===== src/rtl/nvm_fault_pkg.sv =====
package nvm_fault_pkg;

    localparam int NFLAG = 5;

    // enable register bit positions
    localparam int IE_ERS  = 7;
    localparam int IE_PGM  = 6;
    localparam int IE_RSVD = 5;
    localparam int IE_PROT = 4;
    localparam int IE_DBL  = 1;
    localparam int IE_SGL  = 0;

    // injection register bit positions
    localparam int INJ_DBL = 1;
    localparam int INJ_SGL = 0;

    // sticky flag set, LSB first: sgl, dbl, prot, pgm, ers
    typedef struct packed {
        logic ers;
        logic pgm;
        logic prot;
        logic dbl;
        logic sgl;
    } flags_t;

    typedef struct packed {
        logic [7:0] ie;
        logic       frc_dbl;
        logic       frc_sgl;
    } ctl_t;

    function automatic flags_t enables_of(input logic [7:0] ie);
        flags_t e;
        e.ers  = ie[IE_ERS];
        e.pgm  = ie[IE_PGM];
        e.prot = ie[IE_PROT];
        e.dbl  = ie[IE_DBL];
        e.sgl  = ie[IE_SGL];
        return e;
    endfunction

    function automatic logic [7:0] widen_flags(input flags_t f);
        return {{(8 - NFLAG){1'b0}}, f};
    endfunction

endpackage


===== src/rtl/nvm_fault_ctl.sv =====
module nvm_fault_ctl
    import nvm_fault_pkg::*;
(
    input  logic       clk,
    input  logic       rst,
    input  logic       ie_wr,
    input  logic [7:0] ie_wdata,
    input  logic       inj_wr,
    input  logic [7:0] inj_wdata,
    output ctl_t       ctl,
    output logic [7:0] ie_rdata,
    output logic [7:0] inj_rdata
);
    localparam logic [7:0] IE_MASK = ~(8'h01 << IE_RSVD);

    logic [7:0] ie_q;
    logic       fd_q, fs_q;

    always_ff @(posedge clk) begin
        if (rst) begin
            ie_q <= '0;
        end else if (ie_wr) begin
            ie_q <= ie_wdata & IE_MASK;
        end
    end

    always_ff @(posedge clk) begin
        if (rst) begin
            fd_q <= 1'b0;
            fs_q <= 1'b0;
        end else if (inj_wr) begin
            fd_q <= inj_wdata[INJ_DBL];
            fs_q <= inj_wdata[INJ_SGL];
        end
    end

    always_comb begin
        ctl.ie      = ie_q;
        ctl.frc_dbl = fd_q;
        ctl.frc_sgl = fs_q;
        ie_rdata    = ie_q;
        inj_rdata   = '0;
        inj_rdata[INJ_DBL] = fd_q;
        inj_rdata[INJ_SGL] = fs_q;
    end
endmodule


===== src/rtl/nvm_fault_flags.sv =====
module nvm_fault_flags
    import nvm_fault_pkg::*;
(
    input  logic   clk,
    input  logic   rst,
    input  flags_t set_v,
    input  flags_t clr_v,
    output flags_t flags
);
    logic [NFLAG-1:0] set_b, clr_b, q_b;

    assign set_b = set_v;
    assign clr_b = clr_v;

    for (genvar i = 0; i < NFLAG; i++) begin : g_flag
        always_ff @(posedge clk) begin
            if (rst) begin
                q_b[i] <= 1'b0;
            end else if (set_b[i]) begin
                q_b[i] <= 1'b1;
            end else if (clr_b[i]) begin
                q_b[i] <= 1'b0;
            end
        end
    end

    assign flags = q_b;
endmodule


===== src/rtl/nvm_fault_capture.sv =====
module nvm_fault_capture #(
    parameter int ADDR_W = 23,
    parameter int DATA_W = 16
) (
    input  logic              clk,
    input  logic              rst,
    input  logic              rd_stb,
    input  logic              ecc_sgl,
    input  logic              ecc_dbl,
    input  logic [ADDR_W-1:0] rd_addr,
    input  logic [DATA_W-1:0] rd_data,
    input  logic              clr_sgl,
    input  logic              clr_dbl,
    output logic              cap_valid,
    output logic              cap_dbl,
    output logic [ADDR_W-1:0] cap_addr,
    output logic [DATA_W-1:0] cap_data
);
    logic gen_d, gen_s, release_c, free_c, load_d, load_s;

    always_comb begin
        gen_d     = rd_stb & ecc_dbl;
        gen_s     = rd_stb & ecc_sgl;
        release_c = cap_valid & (cap_dbl ? clr_dbl : clr_sgl);
        free_c    = ~cap_valid | release_c;
        load_d    = gen_d & (free_c | ~cap_dbl);
        load_s    = ~gen_d & gen_s & free_c;
    end

    always_ff @(posedge clk) begin
        if (rst) begin
            cap_valid <= 1'b0;
            cap_dbl   <= 1'b0;
            cap_addr  <= '0;
            cap_data  <= '0;
        end else if (load_d | load_s) begin
            cap_valid <= 1'b1;
            cap_dbl   <= load_d;
            cap_addr  <= rd_addr;
            cap_data  <= rd_data;
        end else if (release_c) begin
            cap_valid <= 1'b0;
        end
    end
endmodule


===== src/rtl/nvm_fault_irq.sv =====
module nvm_fault_irq
    import nvm_fault_pkg::*;
(
    input  logic   clk,
    input  logic   rst,
    input  flags_t flags,
    input  flags_t enables,
    output logic   irq
);
    always_ff @(posedge clk) begin
        if (rst) begin
            irq <= 1'b0;
        end else begin
            irq <= |(flags & enables);
        end
    end
endmodule


===== src/rtl/nvm_fault_unit.sv =====
module nvm_fault_unit
    import nvm_fault_pkg::*;
#(
    parameter int ADDR_W = 23,
    parameter int DATA_W = 16
) (
    input  logic              clk,
    input  logic              rst,
    input  logic              ie_wr,
    input  logic [7:0]        ie_wdata,
    output logic [7:0]        ie_rdata,
    input  logic              inj_wr,
    input  logic [7:0]        inj_wdata,
    output logic [7:0]        inj_rdata,
    input  logic              st_clr,
    input  logic [7:0]        st_clr_mask,
    output logic [7:0]        st_rdata,
    input  logic              rd_stb,
    input  logic              ecc_sgl,
    input  logic              ecc_dbl,
    input  logic [ADDR_W-1:0] rd_addr,
    input  logic [DATA_W-1:0] rd_data,
    input  logic              ee_pgm_fail,
    input  logic              ee_ers_fail,
    input  logic              prot_viol,
    output logic              cap_valid,
    output logic              cap_dbl,
    output logic [ADDR_W-1:0] cap_addr,
    output logic [DATA_W-1:0] cap_data,
    output logic              irq
);
    ctl_t   ctl;
    flags_t set_v, clr_v, flags, enables;

    nvm_fault_ctl u_ctl (
        .clk       (clk),
        .rst       (rst),
        .ie_wr     (ie_wr),
        .ie_wdata  (ie_wdata),
        .inj_wr    (inj_wr),
        .inj_wdata (inj_wdata),
        .ctl       (ctl),
        .ie_rdata  (ie_rdata),
        .inj_rdata (inj_rdata)
    );

    always_comb begin
        set_v.sgl  = rd_stb & (ecc_sgl | ctl.frc_sgl);
        set_v.dbl  = rd_stb & (ecc_dbl | ctl.frc_dbl);
        set_v.prot = prot_viol;
        set_v.pgm  = ee_pgm_fail;
        set_v.ers  = ee_ers_fail;
        clr_v      = st_clr ? flags_t'(st_clr_mask[NFLAG-1:0]) : '0;
        enables    = enables_of(ctl.ie);
    end

    nvm_fault_flags u_flags (
        .clk   (clk),
        .rst   (rst),
        .set_v (set_v),
        .clr_v (clr_v),
        .flags (flags)
    );

    assign st_rdata = widen_flags(flags);

    nvm_fault_capture #(
        .ADDR_W (ADDR_W),
        .DATA_W (DATA_W)
    ) u_cap (
        .clk       (clk),
        .rst       (rst),
        .rd_stb    (rd_stb),
        .ecc_sgl   (ecc_sgl),
        .ecc_dbl   (ecc_dbl),
        .rd_addr   (rd_addr),
        .rd_data   (rd_data),
        .clr_sgl   (clr_v.sgl),
        .clr_dbl   (clr_v.dbl),
        .cap_valid (cap_valid),
        .cap_dbl   (cap_dbl),
        .cap_addr  (cap_addr),
        .cap_data  (cap_data)
    );

    nvm_fault_irq u_irq (
        .clk     (clk),
        .rst     (rst),
        .flags   (flags),
        .enables (enables),
        .irq     (irq)
    );
endmodule


===== config.mk =====
export PLATFORM = sky130hd
export DESIGN_NAME = nvm_fault_unit
export DESIGN_NICKNAME = d
export VERILOG_FILES = /design/src/rtl/nvm_fault_pkg.sv /design/src/rtl/nvm_fault_ctl.sv /design/src/rtl/nvm_fault_flags.sv /design/src/rtl/nvm_fault_capture.sv /design/src/rtl/nvm_fault_irq.sv /design/src/rtl/nvm_fault_unit.sv
export SDC_FILE = /design/constraint.sdc
export NUM_CORES = 1
export LEC_CHECK = 0
export ABC_AREA = 1
export BUFFER_PORTS_ARGS = -buffer_cell sky130_fd_sc_hd__buf_2
export CAP_MARGIN = 0
export CORE_MARGIN = 8
export CORE_UTILIZATION = 46
export DETAILED_ROUTE_END_ITERATION = 8
export GPL_TIMING_DRIVEN = 0
export PLACE_DENSITY = 0.85
export SYNTH_ARGS = -nofsm -noshare
export SYNTH_HDL_FRONTEND = slang
export SYNTH_SLANG_ARGS = --single-unit

===== constraint.sdc =====
create_clock -name clk -period 1.6 [get_ports clk]
set_input_delay 0.32 -clock clk [delete_from_list [all_inputs] [get_ports clk]]
set_output_delay 0.32 -clock clk [all_outputs]
set_load 0.03 [all_outputs]

; Word level (Yosys, flattened, before mapping)
; Index checks and enable logic that the tools add are counted.
[classes]
n_mux = 14
n_bitwise = 17
n_reduce_logical = 7
[ops]
columns = op, n
row1 = two-way mux 1 bit, 13
row2 = nonzero test 2 bit, 6
row3 = bitwise AND 1 bit, 8
row4 = bitwise AND 5 bit, 1
row5 = two-way mux 5 bit, 1
row6 = OR 1 bit, 5
row7 = OR reduction 5 bit, 1
row8 = NOT 1 bit, 3
[word_totals]
register_bits = 56
inputBits = 74
out_inout_bits = 66

; Logic depth before layout (Yosys ltp)
; Gate-level depths: netlist of run 1.
[depth]
word_depth = 8
mapped_depth = 8
depth_no_buf = 7

; Hierarchy
; Synthesis of run 1 repeated with hierarchy kept, for this count alone.
[unflattened]
cells_unflattened = 404
hier_area_um2 = 2837.7
[by_module_without_submodules]
columns = mod, n_inst, cells_each, area_each_um2, seq_area_each_um2
row1 = nvm_fault_capture, 1, 274, 2005.7, 820.8
row2 = nvm_fault_ctl, 1, 76, 510.5, 180.2
row3 = nvm_fault_flags, 1, 25, 181.4, 100.1
row4 = nvm_fault_unit, 1, 19, 82.6, 0.0
row5 = nvm_fault_irq, 1, 10, 57.6, 20.0

; Worst setup path after synthesis of run 1
; OpenSTA, ideal clock, no wires.
[synth_path]
kind = register to register
start = register u_cap.cap_dbl
end = register u_cap.cap_valid
t_arrival_ns = 1.256
required_ns = 1.491
path_slack_ns = 0.235
stages_incl_launch_ff = 9
path_buffers = 1
synth_period_minus_slack_ns = 1.365
path_cell_list = dfxtp_1 -> inv_1 -> nand3_1 -> nand3_2 -> nand2_2 -> buf_4 -> nand3_1 -> nand2_1 -> inv_1
[synth_between]
elab_chain_cells = 7
word_cells_on_any_way = 10
classes_between = mux (2) / bitwise (7) / reduce/logical (1)
[synth_lines]
columns = element, line
row1 = "start, declared", nvm_fault_capture.sv:15  ; output logic cap_dbl,
row2 = "start signal, assigned", nvm_fault_capture.sv:38  ; cap_dbl <= load_d;
row3 = two-way mux 1 bit, nvm_fault_capture.sv:24  ; release_c = cap_valid & (cap_dbl ? clr_dbl : clr_sgl);
row4 = bitwise AND 1 bit, nvm_fault_capture.sv:24
row5 = OR 1 bit, nvm_fault_capture.sv:25  ; free_c = ~cap_valid | release_c;
row6 = OR 1 bit, nvm_fault_capture.sv:26  ; load_d = gen_d & (free_c | ~cap_dbl);
row7 = bitwise AND 1 bit, nvm_fault_capture.sv:26
row8 = OR 1 bit, nvm_fault_capture.sv:36  ; end else if (load_d | load_s) begin
row9 = two-way mux 1 bit / nonzero test 2 bit (equally long branches), --
row10 = "end signal, assigned", nvm_fault_capture.sv:32  ; cap_valid <= 1'b0;
row11 = "end signal, assigned", nvm_fault_capture.sv:37  ; cap_valid <= 1'b1;
row12 = "end signal, assigned", nvm_fault_capture.sv:42  ; cap_valid <= 1'b0;
row13 = "end, declared", nvm_fault_capture.sv:14  ; output logic cap_valid,
; Parallel ways exist; a longest one is shown, timed or not.
; A chain may end at the register's enable or synchronous reset.

; Worst setup path after layout of run 1
[layout_path]
start = register u_cap.cap_dbl
end = register u_cap.cap_data[3]
[layout_between]
elab_chain_cells = 6
word_cells_on_any_way = 8
classes_between = mux (1) / bitwise (7)
[layout_lines]
columns = element, line
row1 = two-way mux 1 bit, nvm_fault_capture.sv:24
row2 = bitwise AND 1 bit, nvm_fault_capture.sv:24
row3 = OR 1 bit, nvm_fault_capture.sv:25
row4 = OR 1 bit, nvm_fault_capture.sv:26
row5 = bitwise AND 1 bit, nvm_fault_capture.sv:26
row6 = OR 1 bit *, nvm_fault_capture.sv:36
row7 = "end signal, assigned", nvm_fault_capture.sv:40  ; cap_data <= rd_data;
row8 = "end, declared", nvm_fault_capture.sv:17  ; output logic [DATA_W-1:0] cap_data
; Every way passes the cells marked *; elsewhere a longest branch is shown, timed or not.

==> results.cfg, run 1 <==
[grt]
grt_use_met2_pct = 27.37
grt_pass1_wl_um = 11550
grt_util_all_layers_pct = 15.66
overflow = 0
met1_usage_pct = 17.02
met3_usage_pct = 6.614
top_usage_layer = met2
grt_max_degree = 16
antenna_found_initial = 0
grt_pass1_vias = 2615

[pwr]
static-leakage-power_nw = 2.029
ir_drop_v = 0.0005772
p_per_area_mw_per_mm2 = 883.3
finalPower_mw = 3.275

[min_path]
min_from = prot_viol
whs_endpoint = u_flags.flags[2]
hold_depth = 3
hold_class = input port to flop

[detailed_routing]
wirelength_um = 7281
firstDrtPassIters = 4
drtIter0Drc = 84
antenna_left = 0
drt-vias-per-instance = 4.655
wire_per_inst_um = 12.89
num_vias = 2630
drc = 0

[floorplanning]
core_mm2 = 0.006241
ios = 140
dieArea_mm2 = 0.009125
start_util_pct = 46.61
die_x_um = 95.53
fp.dieH_um = 95.53
num_rows = 29

[logic_synthesis]
synth_cell_type_count = 20
ys_warn_count = 0
synth-edff-count = 0
synth_most_common_cell = nor2_1
synth_top_area_cell = dfxtp_1
synth-seq-cells = 56
synth.area.top_cells = dfxtp_1 (39%), nand3_2 (14%), a21oi_2 (12%)
syn_inst = 354
async_reset_ff_share_pct = 0
synth_area_mm2 = 0.002909
synth_ff_type = dfxtp_1
ys_seq_area_share_pct = 38.54
postSynthAreaPerCell_um2 = 8.218
synth_common_cells = nor2_1 (61), dfxtp_1 (56), nand2_1 (54), inv_1 (43), nand3_2 (41)
synth_top_area_share_pct = 38.54

[sta]
timing.fmax_mhz = 766.4
hold_viol = 0
fin_ws_ns = 0.2952
rsz0062_at_grt = no
finalSetupTns_ns = 0
finalCriticalPeriod_ns = 1.305
setup_violations = 0
report.final.slew_viol_count = 0
whs_ns = 0.2227
final.period_utilization_pct = 81.55
finClkSkew_ns = 0.003404

[finish]
antenna_cells = 0
finalNetCount = 562
finalInstanceArea_mm2 = 0.003707
area_growth_pct = 27.44
drive_gt1_share_pct = 49.39
fin_cells = 565
final_core_util_pct = 59.40

[placement]
post-dp-hpwl_um = 5835
dp_slack_ns = 0.2156
portBuffers = 118
dpl_cell_area_mm2 = 0.003630
dp_cells = 558
gp_congestion = 0.7333

[clock_tree]
postCtsSetupBuffers = 0
cts_buffers = 5
clockBufferDepth = 2
clock_latency_ns = 0.30
cts_hold_buf = 0
clock_sinks = 56
htree_levels = 2
path_clk_slew_ns = 0.09
cts_tree = yes
cts_resized = 0
clock-root-buffer = clkbuf_8

[critical_path]
worst_setup_path_end_kind = flop
reg2reg_to = u_cap.cap_data[3]
cp_slowest_stage_delay_ns = 0.41
cp_top_family = simple AND/OR/NAND/NOR gates
cp_num_buf_inv = 2
reg2reg_depth = 8
path_cells = inv_1 -> nand3_1 -> nand3_2 -> nand2_2 -> buf_4 -> nand3_2 -> nand2_1 -> nor2_1
r2r_setup_slack_ns = 0.30
start_kind = flop
crit_top_cell = nand3_2
worst_r2r_startpoint = u_cap.cap_dbl
crit_type = flop to flop
arrival_ns = 1.51
path_max_fanout = 10
crit_slowest_cell = dfxtp_1
critPathRequiredTime_ns = 1.80

[flow_run]
max_cap_violations = 0

[status]
status = complete, no violations
## final cells by class
class,count,area (um2)
flip-flops and latches,56,1121
clock buffers,6,72.57
well taps,77,96.34
repair buffers,118,590.6
inverters,44,165.2
fillers,595,2534
multi-input cells,229,1358
clock inverters,1,5.005
plain buffers,34,299.0
## worst max path at each step
| stage | startpoint | endpoint | slack, ns | cells after the start |
|---|---|---|---|---|
| 5_1_grt | u_cap.cap_dbl | u_cap.cap_data[10] | 0.1 | 8 |
| 3_3_place_gp | st_clr | u_cap.cap_addr[2] | 0.23 | 7 |
| 4_1_cts | u_ctl.fs_q | inj_rdata[0] | 0.27 | 2 |
| 6_report | u_cap.cap_dbl | u_cap.cap_data[3] | 0.30 | 8 |
| 2_1_floorplan | u_cap.cap_dbl | u_cap.cap_valid | 0.24 | 8 |
| 3_5_place_dp | st_clr | u_cap.cap_addr[2] | 0.22 | 7 |
## routing by layer
| metal | up-vias | share of wire, % |
|---|---|---|
| met5 | - | 0 |
| met4 | 0 | 0.89 |
| met1 | 1175 | 39 |
| li1 | 1353 | - |
| met3 | 7 | 11 |
| met2 | 95 | 49 |
## flip-flops by register name (all words and copies together), names as in the netlist
name and flops:
u_cap.cap_addr 23, u_cap.cap_data 16, u_cap.cap_dbl 1, u_cap.cap_valid 1
u_ctl.fd_q 1, u_ctl.fs_q 1, u_ctl.ie_rdata 7, u_flags.flags 5
u_irq.irq 1
## worst reg2reg max path, stage by stage, from the launching register on
cell and delay [ns]:
dfxtp_1 0.41, inv_1 0.06, nand3_1 0.07, nand3_2 0.08
nand2_2 0.16, buf_4 0.24, nand3_2 0.08, nand2_1 0.07
nor2_1 0.04
## cell families after synthesis
group	share of synthesized area [%]
AO/OA/AOI/OAI	14.88
flip-flops	38.54
other	0.1289
AND/OR/NAND/NOR	30.49
buffers and inverters	15.96
## report_power, final
part	switching, mW	internal, mW
Combinational	0.621	0.358
Clock	0.422	0.299
Sequential	0.0641	1.51
Total	1.11	2.17
## layout by cell type, fill, tap and decap left out, drive strengths merged
cell	count
a31oi	1
nand2	55
nor2	61
inv	44
and3	1
nand3	45
dfxtp	56
conb	10
clkinv	1
clkbuf	6
o21ai	11
a21oi	45
buf	152
No activity file was read; power rests on OpenSTA's default activity.
==> run 2: changes to the inputs <==
- CORE_UTILIZATION: 46 -> 42
- PLACE_DENSITY: 0.85 -> 0.82
- clock period: 1.6 -> 1.1 ns (I/O delays scaled with it)
==> run 2 against run 1 <==
  * The flow now finishes with violations (setup timing)
  * Critical path depth down 2
  * Die area is 7.9% higher
  * Non-clock buffer count grew 3
  * Total power is 55% higher
  * Sequential cell count did not move
  * First-iteration DRC count down 20%
  * Clock power increased by 64%
  * Largest cell class unchanged
  * Highest routed layer unchanged
==> results.cfg, run 2 (synthesis gave the netlist of run 1 again) <==
[status]
status = finished, violations left
violations = setup timing

[finish]
area_growth_pct = 40.86
fill_cells = 624
final_core_util_pct = 60.65
antenna_cells = 0
top_register = u_cap.cap_addr
drive_gt1_share_pct = 54.16
layout_commonest_cell = buf_2
largest_reg_flops = 23
layout_common_cells = buf_2 (83), nor2_1 (59), nand2_1 (52), nand3_2 (43)
finalNetCount = 566
fin_cells = 573

[detailed_routing]
drt-vias-per-instance = 4.632
drc = 0
antenna_left = 0
num_vias = 2654
drtIter0Drc = 67
wire_per_inst_um = 13.59
firstDrtPassIters = 4
wirelength_um = 7789

[clock_tree]
htree_levels = 2
clock_sinks = 56
clockBufferDepth = 2
cts_buffers = 5
cts_hold_buf = 0
clock_latency_ns = 0.30
clock-root-buffer = clkbuf_8
path_clk_slew_ns = 0.10
cts_tree = yes

[pwr]
p_per_area_mw_per_mm2 = 1238
ir_drop_v = 0.0005515
static-leakage-power_nw = 2.138

[floorplanning]
fp.dieH_um = 99.23
num_rows = 30
start_util_pct = 43.06
die_x_um = 99.23
ios = 140
dieArea_mm2 = 0.009846
core_mm2 = 0.006756

[placement]
dp_cells = 561
portBuffers = 118
gp_congestion = 0.7470
post-dp-hpwl_um = 5859

[sta]
timing.fmax_mhz = 809.9
finalCriticalPeriod_ns = 1.235
report.final.slew_viol_count = 0
hold_viol = 0
finClkSkew_ns = 0.002963
fin_ws_ns = -0.1347
setup_violations = 42
whs_ns = 0.1188
rsz0062_at_grt = yes
final.period_utilization_pct = 112.2

[grt]
grt_max_degree = 16
overflow = 0
grt_pass1_vias = 2789
grt_pass1_wl_um = 12590
antenna_found_initial = 0
grt_util_all_layers_pct = 15.17

[critical_path]
critPathRequiredTime_ns = 1.30
reg2reg_depth = 6
path_cells = nand3_2 -> nand3_4 -> nand2_8 -> clkbuf_16 -> a21oi_2 -> nor2_1
cp_top_family = simple AND/OR/NAND/NOR gates
worst_r2r_startpoint = u_cap.cap_dbl
crit_slowest_cell = dfxtp_4
path_max_fanout = 5
cp_slowest_stage_delay_ns = 0.39
crit_type = flop to flop
arrival_ns = 1.44
start_kind = flop
path_depth = 6
worst_setup_path_end_kind = flop
cp_num_buf_inv = 1
worstSetupStartpoint = u_cap.cap_dbl

[min_path]
min_from = ee_ers_fail
hold_depth = 3
hold_class = input port to flop

[flow_run]
max_cap_violations = 0
## run 2: cell count changes in the layout (fill, tap and decap cells not counted), sizes merged
cell / before / now
buf: 152 / 145
clkbuf: 6 / 18
clkinv: 1 / 0
nand2: 55 / 56
## run 2: layout make-up
cell class                      instances  area, um2  share of cell area [%]
Buffer                                 32      370.4                   9.038
Clock buffer                            8      90.09                   2.198
Inverter                               44      165.2                   4.031
Multi-Input combinational cell        230       1461                   35.66
Sequential cell                        56       1144                   27.91
Tap cell                               80      100.1                   2.443
Timing Repair Buffer                  123      767.0                   18.72
## run 2: per-stage QoR
step / setup WS [ns] / cell area, um2 / setup TNS, ns / power [mW]
finish: -0.1347 / 4098 / -3.852 / 5.071
global route: -0.1841 / 4098 / -6.676 / 5.336
CTS: -0.1129 / 3886 / -3.615 / 5.035
detailed placement: -0.2149 / 3682 / -7.665 / 3.794
global placement: -0.1852 / 3682 / -6.242 / 3.756
floorplan: -0.04022 / 2992 / -1.333 / 3.362
## run 2: what timing repair did
item | CTS | global route
pin swaps | 1 | 3
gates cloned | 0 | 3
setup endpoints to repair | 58 | 70
buffers inserted | 2 | 1
gates resized for setup | 35 | 57
## run 2: per-layer routing
layer	GRT usage (%)	vias up	part of all wire, %
li1	-	1361	-
met1	16.07	1193	41
met2	26.60	94	49
met3	7.053	6	9.6
met4	3.609	0	0.65
met5	0	-	0
## run 2: path summary, 6_finish.rpt
check | end | slack [ns]
worst max register to register | u_cap.cap_data[11] | -0.13
worst max-delay path | u_cap.cap_data[11] | -0.13
worst min register to register | u_flags.flags[0] | 0.48
worst min-delay path | u_flags.flags[4] | 0.12
## run 2: worst register-to-register path, cell delays in order, from the launching register on
cell and delay, ns:
dfxtp_4 0.39, nand3_2 0.09, nand3_4 0.16, nand2_8 0.11, clkbuf_16 0.21, a21oi_2 0.12
nor2_1 0.06
## run 2: where the power goes
part	leakage, nW	total (mW)	internal, mW	switching [mW]
combinational	1.62	1.59	0.643	0.945
sequential	0.469	2.31	2.20	0.104
clock	0.0455	1.18	0.516	0.659
==> run 3: changes to the inputs <==
--- a/config.mk
+++ b/config.mk
@@ -11,6 +11,6 @@
 export CORE_MARGIN = 8
-export CORE_UTILIZATION = 42
+export CORE_UTILIZATION = 46
 export DETAILED_ROUTE_END_ITERATION = 8
 export GPL_TIMING_DRIVEN = 0
-export PLACE_DENSITY = 0.82
+export PLACE_DENSITY = 0.87
 export SYNTH_ARGS = -nofsm -noshare
==> constraint.sdc (replaced) <==
create_clock -name clk -period 1.3 [get_ports clk]
set_input_delay 0.065 -clock clk [delete_from_list [all_inputs] [get_ports clk]]
set_output_delay 0.065 -clock clk [all_outputs]
set_load 0.03 [all_outputs]
==> run 3 against run 2 <==
  * The flow now finishes without violations
  * Register-to-register slack better by 0.17 ns
  * Total power is 10% lower
  * Utilization is 7.7 points higher
  * Sequential power is 16% lower
  * Fmax is 2.2% lower
  * Global-route usage is 4.2 points higher
  * Via count is 9.7% higher
  * Design area is 4.1% higher
  * Critical path type unchanged
  * Largest cell class is now non-clock buffers
  * Largest power group unchanged
==> results.cfg, run 3 (synthesis gave the netlist of run 1 again) <==
[status]
status = complete, no violations

[clock_tree]
clockBufferDepth = 2
clock_latency_ns = 0.31
cts_tree = yes
cts_buffers = 5
clock-root-buffer = clkbuf_8
path_clk_slew_ns = 0.10
htree_levels = 2
clock_sinks = 56

[pwr]
p_sw_share_pct = 32.16
ir_drop_v = 0.0006359
p_sw_mw = 1.460
clkPwrFrac_pct = 27.6
p_int_mw = 3.081
combPwrFrac_pct = 29.7
static-leakage-power_nw = 2.264
p_per_area_mw_per_mm2 = 1065
p_seq_share_pct = 42.8

[finish]
regArea_mm2 = 0.001122
drive_gt1_share_pct = 45.44
area_growth_pct = 46.58
fin_cells = 615
multiInputGateArea_mm2 = 0.001363
finalInstanceArea_mm2 = 0.004264
final_core_util_pct = 68.32
top_register = u_cap.cap_addr
fill_cells = 509
layout_common_cells = buf_2 (120), nor2_1 (61), dfxtp_1 (55), nand2_1 (54), dlygate4sd3_1 (48)
finalNetCount = 610
layout_commonest_cell = buf_2
largest_reg_flops = 23

[placement]
gp_congestion = 0.7227
dp_cells = 558
post-dp-hpwl_um = 5860
dpl_cell_area_mm2 = 0.003631
portBuffers = 118

[floorplanning]
dieArea_mm2 = 0.009125
ios = 140
start_util_pct = 46.61
die_x_um = 95.53
core_mm2 = 0.006241
fp.dieH_um = 95.53
num_rows = 29

[detailed_routing]
wire_per_inst_um = 14.42
drt-vias-per-instance = 4.735
wirelength_um = 8869
drc = 0
num_vias = 2912
antenna_left = 0
drtIter0Drc = 77
firstDrtPassIters = 6

[critical_path]
cp_top_family = simple AND/OR/NAND/NOR gates
crit_slowest_cell = dfxtp_2
arrival_ns = 1.51
crit_type = flop to flop
start_kind = flop
path_max_fanout = 10
cp_slowest_stage_delay_ns = 0.39
critPathRequiredTime_ns = 1.55
cp_num_buf_inv = 2
worst_setup_path_end_kind = flop
path_cells = inv_1 -> nand3_1 -> nand3_2 -> nand2_4 -> buf_4 -> a21oi_2 -> nor2_1

[sta]
hold_viol = 0
whs_ns = 0.005889
finalCriticalPeriod_ns = 1.262
setup_violations = 0
report.final.slew_viol_count = 0
final.period_utilization_pct = 97.10
rsz0062_at_grt = yes
timing.fmax_mhz = 792.2
finClkSkew_ns = 0.008217

[flow_run]
max_cap_violations = 0

[grt]
antenna_found_initial = 0
grt_pass1_vias = 2996
met3_usage_pct = 7.244
grt_use_met2_pct = 36.06
grt_max_degree = 17
top_usage_layer = met2
met1_usage_pct = 19.17
overflow = 0
grt_pass1_wl_um = 14030
grt_util_all_layers_pct = 19.36

[min_path]
hold_class = input port to flop
## run 3: cell types whose count changed in the layout (fill, tap and decap cells not counted), sizes merged
cell,before,now
dlygate4sd3,0,48
clkbuf,18,7
buf,145,152
bufinv,0,1
diode,0,1
nand2,56,55
## run 3: metrics by stage
step                worst slack, ns  total power [mW]     TNS, ns
finish                      0.03765             4.542           0
detailed placement          0.01904             3.197           0
CTS                      -0.0001548             4.561  -0.0001548
global route               -0.04545             4.782     -0.5580
floorplan                   0.04247             2.834           0
global placement            0.03977             3.165           0
## run 3: final cells by class
type                            instances  share of cell area (%)
Antenna cell                            1                 0.05869
Buffer                                 34                   7.453
Clock buffer                            7                   2.259
Clock inverter                          1                  0.7042
Inverter                               44                   3.873
Multi-Input combinational cell        229                   31.95
Sequential cell                        56                   26.32
Tap cell                               77                   2.259
Timing Repair Buffer                  166                   25.12
## run 3: worst min-delay path: stages
cell and delay [ns]:
buf_2 0.08, nor2_1 0.04, nor2_1 0.09
## run 3: worst paths after layout
check,from,end,slack [ns],cells past startpoint
max,u_cap.cap_dbl,u_cap.cap_data[11],0.04,7
min,ie_wdata[1],u_ctl.ie_rdata[1],0.006,3
min reg2reg,u_flags.flags[1],u_flags.flags[1],0.49,2
max reg2reg,u_cap.cap_dbl,u_cap.cap_data[11],0.04,7
## run 3: per-layer routing
| metal | up-vias | share of wire [%] |
|---|---|---|
| li1 | 1450 | - |
| met1 | 1336 | 37 |
| met2 | 108 | 52 |
| met3 | 18 | 9.0 |
| met4 | 0 | 2.0 |
| met5 | - | 0 |
## run 3: power groups by stage
stage	logic [mW]	registers, mW	clock network [mW]
6_report	1.35	1.94	1.25
5_1_grt	1.45	1.97	1.36
3_5_place_dp	1.22	1.98	0
2_1_floorplan	0.584	2.25	0
4_1_cts	1.33	1.94	1.29
3_3_place_gp	1.19	1.97	0
## run 3: repair_timing
action | CTS | global route
gates resized for setup | 0 | 6
endpoints found under the setup margin | 1 | 41
cloned | 0 | 0
buffers inserted | 0 | 0
endpoints found under the hold margin | 48 | 0
hold buffers | 48 | 0
pin swaps | 0 | 0
